$ cat src/rtl/instr_fifo_pkg.sv
package instr_fifo_pkg;
  localparam int unsigned INSTR_W = 24;

  typedef struct packed {
    logic [2:0]  rsvd;
    logic [4:0]  chan;
    logic [1:0]  sel;
    logic [13:0] data;
  } instr_t;
endpackage

$ cat src/rtl/instr_fifo_mode_latch.sv
module instr_fifo_mode_latch (
  input  logic clk_i,
  input  logic rst_ni,
  input  logic clear_i,
  input  logic en_i,
  input  logic par_i,
  output logic buf_mode_o
);
  logic pend_q;

  always_ff @(posedge clk_i or negedge rst_ni) begin
    if (!rst_ni) begin
      pend_q     <= 1'b1;
      buf_mode_o <= 1'b0;
    end else begin
      pend_q <= 1'b0;
      if (pend_q || clear_i) buf_mode_o <= en_i & par_i;
    end
  end
endmodule

$ cat src/rtl/instr_fifo_store.sv
module instr_fifo_store #(
  parameter int unsigned DEPTH = 128,
  parameter int unsigned WIDTH = 24
) (
  input  logic             clk_i,
  input  logic             rst_ni,
  input  logic             flush_i,
  input  logic             push_i,
  input  logic             pop_i,
  input  logic [WIDTH-1:0] wdata_i,
  output logic [WIDTH-1:0] rdata_o,
  output logic             full_o,
  output logic             empty_o
);
  localparam int unsigned AW = $clog2(DEPTH);

  logic [WIDTH-1:0] mem_q [DEPTH];
  logic [AW:0]      wr_ptr_q, rd_ptr_q;

  always_ff @(posedge clk_i or negedge rst_ni) begin
    if (!rst_ni) begin
      wr_ptr_q <= '0;
      rd_ptr_q <= '0;
    end else if (flush_i) begin
      wr_ptr_q <= '0;
      rd_ptr_q <= '0;
    end else begin
      if (push_i) wr_ptr_q <= wr_ptr_q + 1'b1;
      if (pop_i)  rd_ptr_q <= rd_ptr_q + 1'b1;
    end
  end

  always_ff @(posedge clk_i) begin
    if (push_i) mem_q[wr_ptr_q[AW-1:0]] <= wdata_i;
  end

  assign rdata_o = mem_q[rd_ptr_q[AW-1:0]];
  assign empty_o = (wr_ptr_q == rd_ptr_q);
  assign full_o  = (wr_ptr_q[AW] != rd_ptr_q[AW]) &&
                   (wr_ptr_q[AW-1:0] == rd_ptr_q[AW-1:0]);
endmodule

$ cat src/rtl/instr_fifo.sv
module instr_fifo
  import instr_fifo_pkg::*;
#(
  parameter int unsigned DEPTH = 128
) (
  input  logic               clk_i,
  input  logic               rst_ni,
  input  logic               clear_i,
  input  logic               fifo_en_i,
  input  logic               par_mode_i,
  input  logic               wr_valid_i,
  input  logic [INSTR_W-1:0] wr_data_i,
  output logic               busy_o,
  output logic               full_o,
  output logic               empty_o,
  output logic               rd_valid_o,
  output logic [INSTR_W-1:0] rd_data_o,
  input  logic               rd_ready_i
);
  logic               buf_mode;
  logic               q_full, q_empty, push, pop;
  logic [INSTR_W-1:0] q_rdata;

  instr_fifo_mode_latch i_mode (
    .clk_i     (clk_i),
    .rst_ni    (rst_ni),
    .clear_i   (clear_i),
    .en_i      (fifo_en_i),
    .par_i     (par_mode_i),
    .buf_mode_o(buf_mode)
  );

  // pop frees a slot in the same cycle, so a full queue still takes a push
  assign pop  = buf_mode & ~clear_i & rd_ready_i & ~q_empty;
  assign push = buf_mode & ~clear_i & wr_valid_i & (~q_full | pop);

  instr_fifo_store #(.DEPTH(DEPTH), .WIDTH(INSTR_W)) i_store (
    .clk_i  (clk_i),
    .rst_ni (rst_ni),
    .flush_i(clear_i),
    .push_i (push),
    .pop_i  (pop),
    .wdata_i(wr_data_i),
    .rdata_o(q_rdata),
    .full_o (q_full),
    .empty_o(q_empty)
  );

  always_comb begin
    if (buf_mode) begin
      rd_valid_o = ~q_empty & ~clear_i;
      rd_data_o  = q_rdata;
      busy_o     = 1'b0;
    end else begin
      rd_valid_o = wr_valid_i & ~clear_i;
      rd_data_o  = wr_data_i;
      busy_o     = ~rd_ready_i;
    end
  end

  assign full_o  = q_full;
  assign empty_o = q_empty;
endmodule

$ cat config.mk
export PLATFORM = sky130hd
export DESIGN_NAME = instr_fifo
export DESIGN_NICKNAME = d
export VERILOG_FILES = /design/src/rtl/instr_fifo_pkg.sv /design/src/rtl/instr_fifo_mode_latch.sv /design/src/rtl/instr_fifo_store.sv /design/src/rtl/instr_fifo.sv
export SDC_FILE = /design/constraint.sdc
export NUM_CORES = 2
export LEC_CHECK = 0
export BUFFER_PORTS_ARGS = -buffer_cell sky130_fd_sc_hd__buf_4
export CORE_MARGIN = 2
export CORE_UTILIZATION = 40
export CTS_BUF_LIST = sky130_fd_sc_hd__clkbuf_2
export CTS_CLUSTER_DIAMETER = 30
export DETAILED_ROUTE_END_ITERATION = 10
export SYNTH_ARGS = -nofsm -noshare
export SYNTH_HDL_FRONTEND = slang
export SYNTH_SLANG_ARGS = --single-unit
$ cat constraint.sdc
create_clock -name clk_i -period 9.3 [get_ports clk_i]
set_clock_uncertainty 0.05 [all_clocks]
set_input_delay 0.465 -clock clk_i [delete_from_list [all_inputs] [get_ports clk_i]]
set_output_delay 0.465 -clock clk_i [all_outputs]
set_load 0.02 [all_outputs]
## After elaboration in Yosys (flattened, before gate mapping)

Memory sizes are Yosys's and may differ from the RTL's.
Cells that the tools add are included.

| word-level totals | value |
|---|---|
| bits in registers | 18 |
| memory bits (writable) | 3072 |
| input port bits | 31 |
| output and inout port bits | 28 |
| word-level logic and storage cells | 36 |
| memories | 1 |

| operators by class | value |
|---|---|
| $add $sub $neg | 2 |
| equality and inequality tests | 3 |
| multiplexer cells | 9 |
| bitwise logic cells | 13 |
| reductions and logical operators | 4 |

Memory list:

| memory | depth | bits a word | read ports | clocked after Yosys merged registers in | wr ports | line | source |
|---|---|---|---|---|---|---|---|
| i_store.mem_q | 128 | 24 | 1 | 0 | 1 | instr_fifo_store.sv:17 | `logic [WIDTH-1:0] mem_q [DEPTH];` |

Operator list:

| cell | count |
|---|---|
| 8-bit 2-to-1 mux | 4 |
| 24-bit 2-to-1 mux | 1 |
| 8-bit by 1-bit adder with 8-bit output (second input constant) | 2 |
| 1-bit AND | 8 |
| 8-bit equality test | 1 |
| 7-bit equality test | 1 |
| 1-bit 2-to-1 mux | 4 |
| 1-bit NOT | 4 |
| 2-bit nonzero test | 2 |
| 1-bit logical AND | 1 |
| 1-bit logical OR | 1 |
| 1-bit != test | 1 |
| 1-bit OR | 1 |

## Logic depth before layout (Yosys ltp)

| depth | value |
|---|---|
| depth in word-level cells | 8 |
| depth in mapped cells | 12 |
| depth with buffers taken out | 6 |

## By module

Synthesis repeated with hierarchy kept, for this count alone.

| unflattened totals | value |
|---|---|
| cell total of the unflattened synthesis | 5652 |
| area, all modules | 120803.4 um^2 |

By module, submodules not included:

| module | times used | cells an instance | area an instance (um^2) | sequential area each (um^2) |
|---|---|---|---|---|
| instr_fifo_store | 1 | 5611 | 120355.4 | 92648.9 |
| instr_fifo | 1 | 35 | 374.1 | 0.0 |
| instr_fifo_mode_latch | 1 | 6 | 73.8 | 51.3 |

## Worst setup path before layout

Ideal clock, no wire load.

| path | value |
|---|---|
| path kind | in2reg |
| from | input port clear_i |
| to | memory i_store.mem_q[127][0] (enable) |
| setup time | 440 ps |
| arrival time | 2877 ps |
| data required time | 8810 ps |
| slack | 5933 ps |
| cell stages on the path | 5 |
| path buffers | 1 |
| cells stage by stage | clkbuf_1 nor2b_1 and2_1 o311ai_1 nor3_1 |

| on the way | value |
|---|---|
| longest elaborated chain between the ends | 8 |
| elaborated cells on any way between the ends | 9 |
| classes of those cells | mux: 2; bitwise: 7 |

Ends and longest elaborated chain:

| element | line | source |
|---|---|---|
| start, declared | instr_fifo.sv:8 | `input logic clear_i,` |
| 1-bit NOT * | instr_fifo.sv:34, instr_fifo.sv:35 |  |
| 1-bit AND * | instr_fifo.sv:34, instr_fifo.sv:35 |  |
| 1-bit AND (2 in a row) | instr_fifo.sv:34 | `assign pop = buf_mode & ~clear_i & rd_ready_i & ~q_empty;` |
| 1-bit OR | instr_fifo.sv:35 | `assign push = buf_mode & ~clear_i & wr_valid_i & (~q_full \| pop);` |
| 1-bit AND * | instr_fifo.sv:35 |  |
| 1-bit 2-to-1 mux * | instr_fifo_store.sv:34 | `if (push_i) mem_q[wr_ptr_q[AW-1:0]] <= wdata_i;` |
| 1-bit 2-to-1 mux (implied by the code) * | instr_fifo_store.sv:34 |  |
| end, declared | instr_fifo_store.sv:17 |  |

Every way passes the cells marked *; elsewhere a longest branch is shown, timed or not.

## Worst setup path in the final report

| path | value |
|---|---|
| from | register i_store.rd_ptr_q[1] |
| to | output port rd_data_o[1] |

| on the way | value |
|---|---|
| longest elaborated chain between the ends | 2 |

Ends and longest elaborated chain:

| element | line | source |
|---|---|---|
| start, declared | instr_fifo_store.sv:18 | `logic [AW:0] wr_ptr_q, rd_ptr_q;` |
| start signal, assigned | instr_fifo_store.sv:29 | `if (pop_i) rd_ptr_q <= rd_ptr_q + 1'b1;` |
| memory read 128 x 24 bit | -- |  |
| 24-bit 2-to-1 mux | instr_fifo.sv:50 | `if (buf_mode) begin` |
| end, declared | instr_fifo.sv:17 | `output logic [INSTR_W-1:0] rd_data_o,` |

Every way passes these cells.

==> results.md <==
* Clock latency on the worst-skew pair at 1.96 ns
* Comb power frac at 0.024
* Total power density per cell area at ~190 nW/um^2
* Floorplan row count at 200
* Worst-case clock buffer depth at 4
* Die Outline Area at between 300000 and 400000 um^2
* Area share of the largest cell type after synthesis at 0.7714
* Vias/cell at ~5.7
* Net Count, Synth at ~5700
* Proportion of synthesized chip area in sequential cells at 0.7752
* Synth Cell Area at roughly 120000 um^2
* Primary flip-flop cell chosen by synthesis mapping: sky130_fd_sc_hd__edfxtp_1
* Largest net degree at the start of global routing at 119
* Violated checks: max-capacitance violations, max-slew violations
* Die Y-Extent at about 550 um
* Share of total power in the clock network at 0.364
* Delay of the slowest cell on the worst path at approximately 1 ns
* Period utilisation layout at 0.8102
* Total power after layout at 25.00 mW
* Slew HR at -0.03332
* Critical Path Source Type: flip-flop
* Summed negative setup slack over all endpoints at 0 ns
* Final Worst Setup Slack at between 1.5 and 2 ns
* Drt total wl at 328600 um
* Area of the multi-input gates at between 20000 and 30000 um^2
* Cell type with the highest aggregate area in the netlist: sky130_fd_sc_hd__edfxtp_1
* Dominant cell by count in the synthesized netlist: sky130_fd_sc_hd__edfxtp_1
* Mean instance size in the synthesized netlist at between 20 and 25 um^2
* Critical path arrival at ~7.0 ns
* TritonCTS clock tree: built
* Final RePlAce weighted congestion at about 0.84
* Highest Clock Rate at roughly 0.13 GHz
* Maximum capacitance violations at 1
* Leakage power at between 40 and 50 nW
* Number of fillers in the final layout at around 26000
* Register bit count reported by yosys at between 3000 and 4000
* Post-Syn Instances at around 5600
* Sequential cell area at between 90000 and 100000 um^2
* Area growth, synth to finish at 11.58%
* Number of remaining DRC errors at 0
* Pre-CTS WS at ~3.9 ns
* Leftover overflow at the end of global routing at 0
* Cell Chain, Critical Path: buf_12 -> buf_4 -> mux2i_1 -> o21ai_0 -> a221oi_1 -> a211oi_1 -> buf_4
* Top cells by count, synth: sky130_fd_sc_hd__edfxtp_1, sky130_fd_sc_hd__mux2i_1, sky130_fd_sc_hd__mux4_2, sky130_fd_sc_hd__a22oi_1, sky130_fd_sc_hd__nor2_1
* Power spent charging and discharging nets at 5.822 mW
* Port buffer count at 58
* Worst-path maximum fanout at approximately 100
* First-pass DRT Iterations at 5
* Unrepaired setup endpoints after global routing: no
* Endpoint type of the worst setup path: output port
* Post-layout minimum cycle time at 7.535 ns
* Final hold violation count at 0
* Number of enable flip-flop cells after synthesis at a little over 3000
* CORE AREA at between 200000 and 300000 um^2
* Type of the worst min-delay path: in2reg
* Overall global routing resource usage at 0.2147
* Number of buffers created by CTS at just under 800
* Library cell used as clock root buffer: sky130_fd_sc_hd__clkbuf_2
* Violation count after the first detailed-routing iteration at ~7700
* Final Max Tran Viols at 2
* Wire length of the first global-routing pass at ~460000 um
* Cell mode on critical path: sky130_fd_sc_hd__buf_4
* Switching power as a share of total power at 0.2329
* Post-synthesis cell type count at around 50
* Initial cell density of the core at 0.4026
* Antenna violations before repair at 25
* Clock-pin slew on the worst setup and hold paths at around 0.090 ns
* Sinks on Clock Net at slightly above 3000
* Overall die width at ~550 um
* Seq pwr share at 0.612
* Biggest area contributors in the synthesized netlist: sky130_fd_sc_hd__edfxtp_1, sky130_fd_sc_hd__mux4_2, sky130_fd_sc_hd__mux2i_1
* Mean routed wirelength per cell at about 30 um
* Top Ports at just under 60
* Slowest CP cell: sky130_fd_sc_hd__a211oi_1
* Count of antenna-violating nets left after detailed routing at 0
* Number of gates given a new drive strength after cts at 0
* Type of the setup path with the least slack: reg2out
* H-tree depth at 6
* Post-DP HPWL at around 180000 um
* Final setup vio count at 0
* Internal cell power at roughly 19 mW
* Total via count after detailed routing at approximately 62000
* Critical path required time at about 8.8 ns
* FFs w/ async S/R, synth at 0.005825
* Synth warn at 0
* Worst-Margin Slew at 1.541 ns
* Total number of nets in the final design at 6497
* Worst VDD drop at approximately 0.12 mV
* Vias in the first global route at between 60000 and 70000
* Result of the run: finished, violations left
* Layout cells sized above 1 at 0.3156
==> registers in the layout (all words and copies together), names as in the netlist <==
name	count
i_store.rd_ptr_q	8
i_store.wr_ptr_q	8
i_mode.pend_q	1
i_store.mem_q	3072
i_mode.buf_mode_o	1
==> metal layers <==
layer	routed length [um]	share of wire	track usage	vias to the layer above
met2	152400	0.46	0.3273	3280
met3	32120	0.098	0.05389	518
li1	-	-	-	25690
met5	48	0.00015	0	-
met1	133400	0.41	0.2983	32830
met4	10700	0.033	0.08098	8
==> cells by family after synthesis <==
kind of cell,synth area share
buf+inv,0.01719
compound gates,0.03054
flops,0.7752
xor+xnor,0.001392
other cells,0.00003136
fa+ha+maj,0.0002092
mux,0.1602
simple gates,0.01516
==> worst max-delay path, delay by kind of cell (launching register included) <==
kind | cells | cell delay [ns]
buf+inv | 3 | 1.58
compound gates | 3 | 1.88
flops | 1 | 0.88
mux | 1 | 0.26
==> metrics by stage <==
step                      utilization  cells  hold slack (ns)  cell area [um^2]
after CTS                      0.4490  10950          0.02213            133400
after global routing           0.4492  10960          0.05194            133400
after floorplan                     -   5627           0.1194            119600
final                          0.4492  10970           0.2857            133400
after detailed placement       0.4216   9528           0.3409            125200
after global placement         0.4216   9527           0.3370            125200
==> path summary, 6_finish.rpt <==
path | start | to | slack, ns | cells past startpoint
max reg2reg | i_store.rd_ptr_q[1]$_DFFE_PN0P_ | i_store.mem_q[78][15]$_DFFE_PP_ | 3.39 | 9
min | wr_data_i[5] | i_store.mem_q[100][5]$_DFFE_PP_ | 0.29 | 4
min in group asynchronous | rst_ni | i_store.wr_ptr_q[3]$_DFFE_PN0P_ | 0.65 | 6
max in group asynchronous | rst_ni | i_store.rd_ptr_q[1]$_DFFE_PN0P_ | 8.29 | 6
min reg2reg | i_store.rd_ptr_q[7]$_DFFE_PN0P_ | i_store.rd_ptr_q[7]$_DFFE_PN0P_ | 0.54 | 2
max | i_store.rd_ptr_q[1]$_DFFE_PN0P_ | rd_data_o[1] | 1.76 | 7
==> layout by cell type (no fill, tap or decap), types with 80 or more instances in the layout <==
cell type,instances
sky130_fd_sc_hd__clkbuf_2,1100
sky130_fd_sc_hd__clkinv_1,166
sky130_fd_sc_hd__mux2i_1,642
sky130_fd_sc_hd__nor2_2,127
sky130_fd_sc_hd__nand3_1,87
sky130_fd_sc_hd__edfxtp_1,3072
sky130_fd_sc_hd__a22oi_1,196
sky130_fd_sc_hd__dlygate4sd3_1,80
sky130_fd_sc_hd__buf_4,279
sky130_fd_sc_hd__a21oi_1,82
sky130_fd_sc_hd__mux4_2,548
==> final cells by class <==
class | count | share of cell area
Sequential cell | 3090 | 0.6949
Multi-Input combinational cell | 2205 | 0.1891
Clock buffer | 1100 | 0.04126
Tap cell | 3939 | 0.03694
Timing Repair Buffer | 389 | 0.02659
Clock inverter | 227 | 0.01097
Antenna cell | 14 | 0.0002626
Inverter | 1 | 0.00002813
==> power by group through the flow <==
stage / Clock (mW) / Sequential, mW / Combinational, mW
global route: 10.0 / 15.3 / 0.638
finish: 9.10 / 15.3 / 0.608
CTS: 9.31 / 15.3 / 0.609
global placement: 0 / 15.6 / 0.529
detailed placement: 0 / 15.6 / 0.548
floorplan: 0 / 15.6 / 0.187
==> what timing repair did <==
item	in CTS	in global routing
endpoints found under the hold margin	3401	0
hold buffers	96	0
setup buffers	0	0
Note: power is estimated with default switching activity, not from simulation.
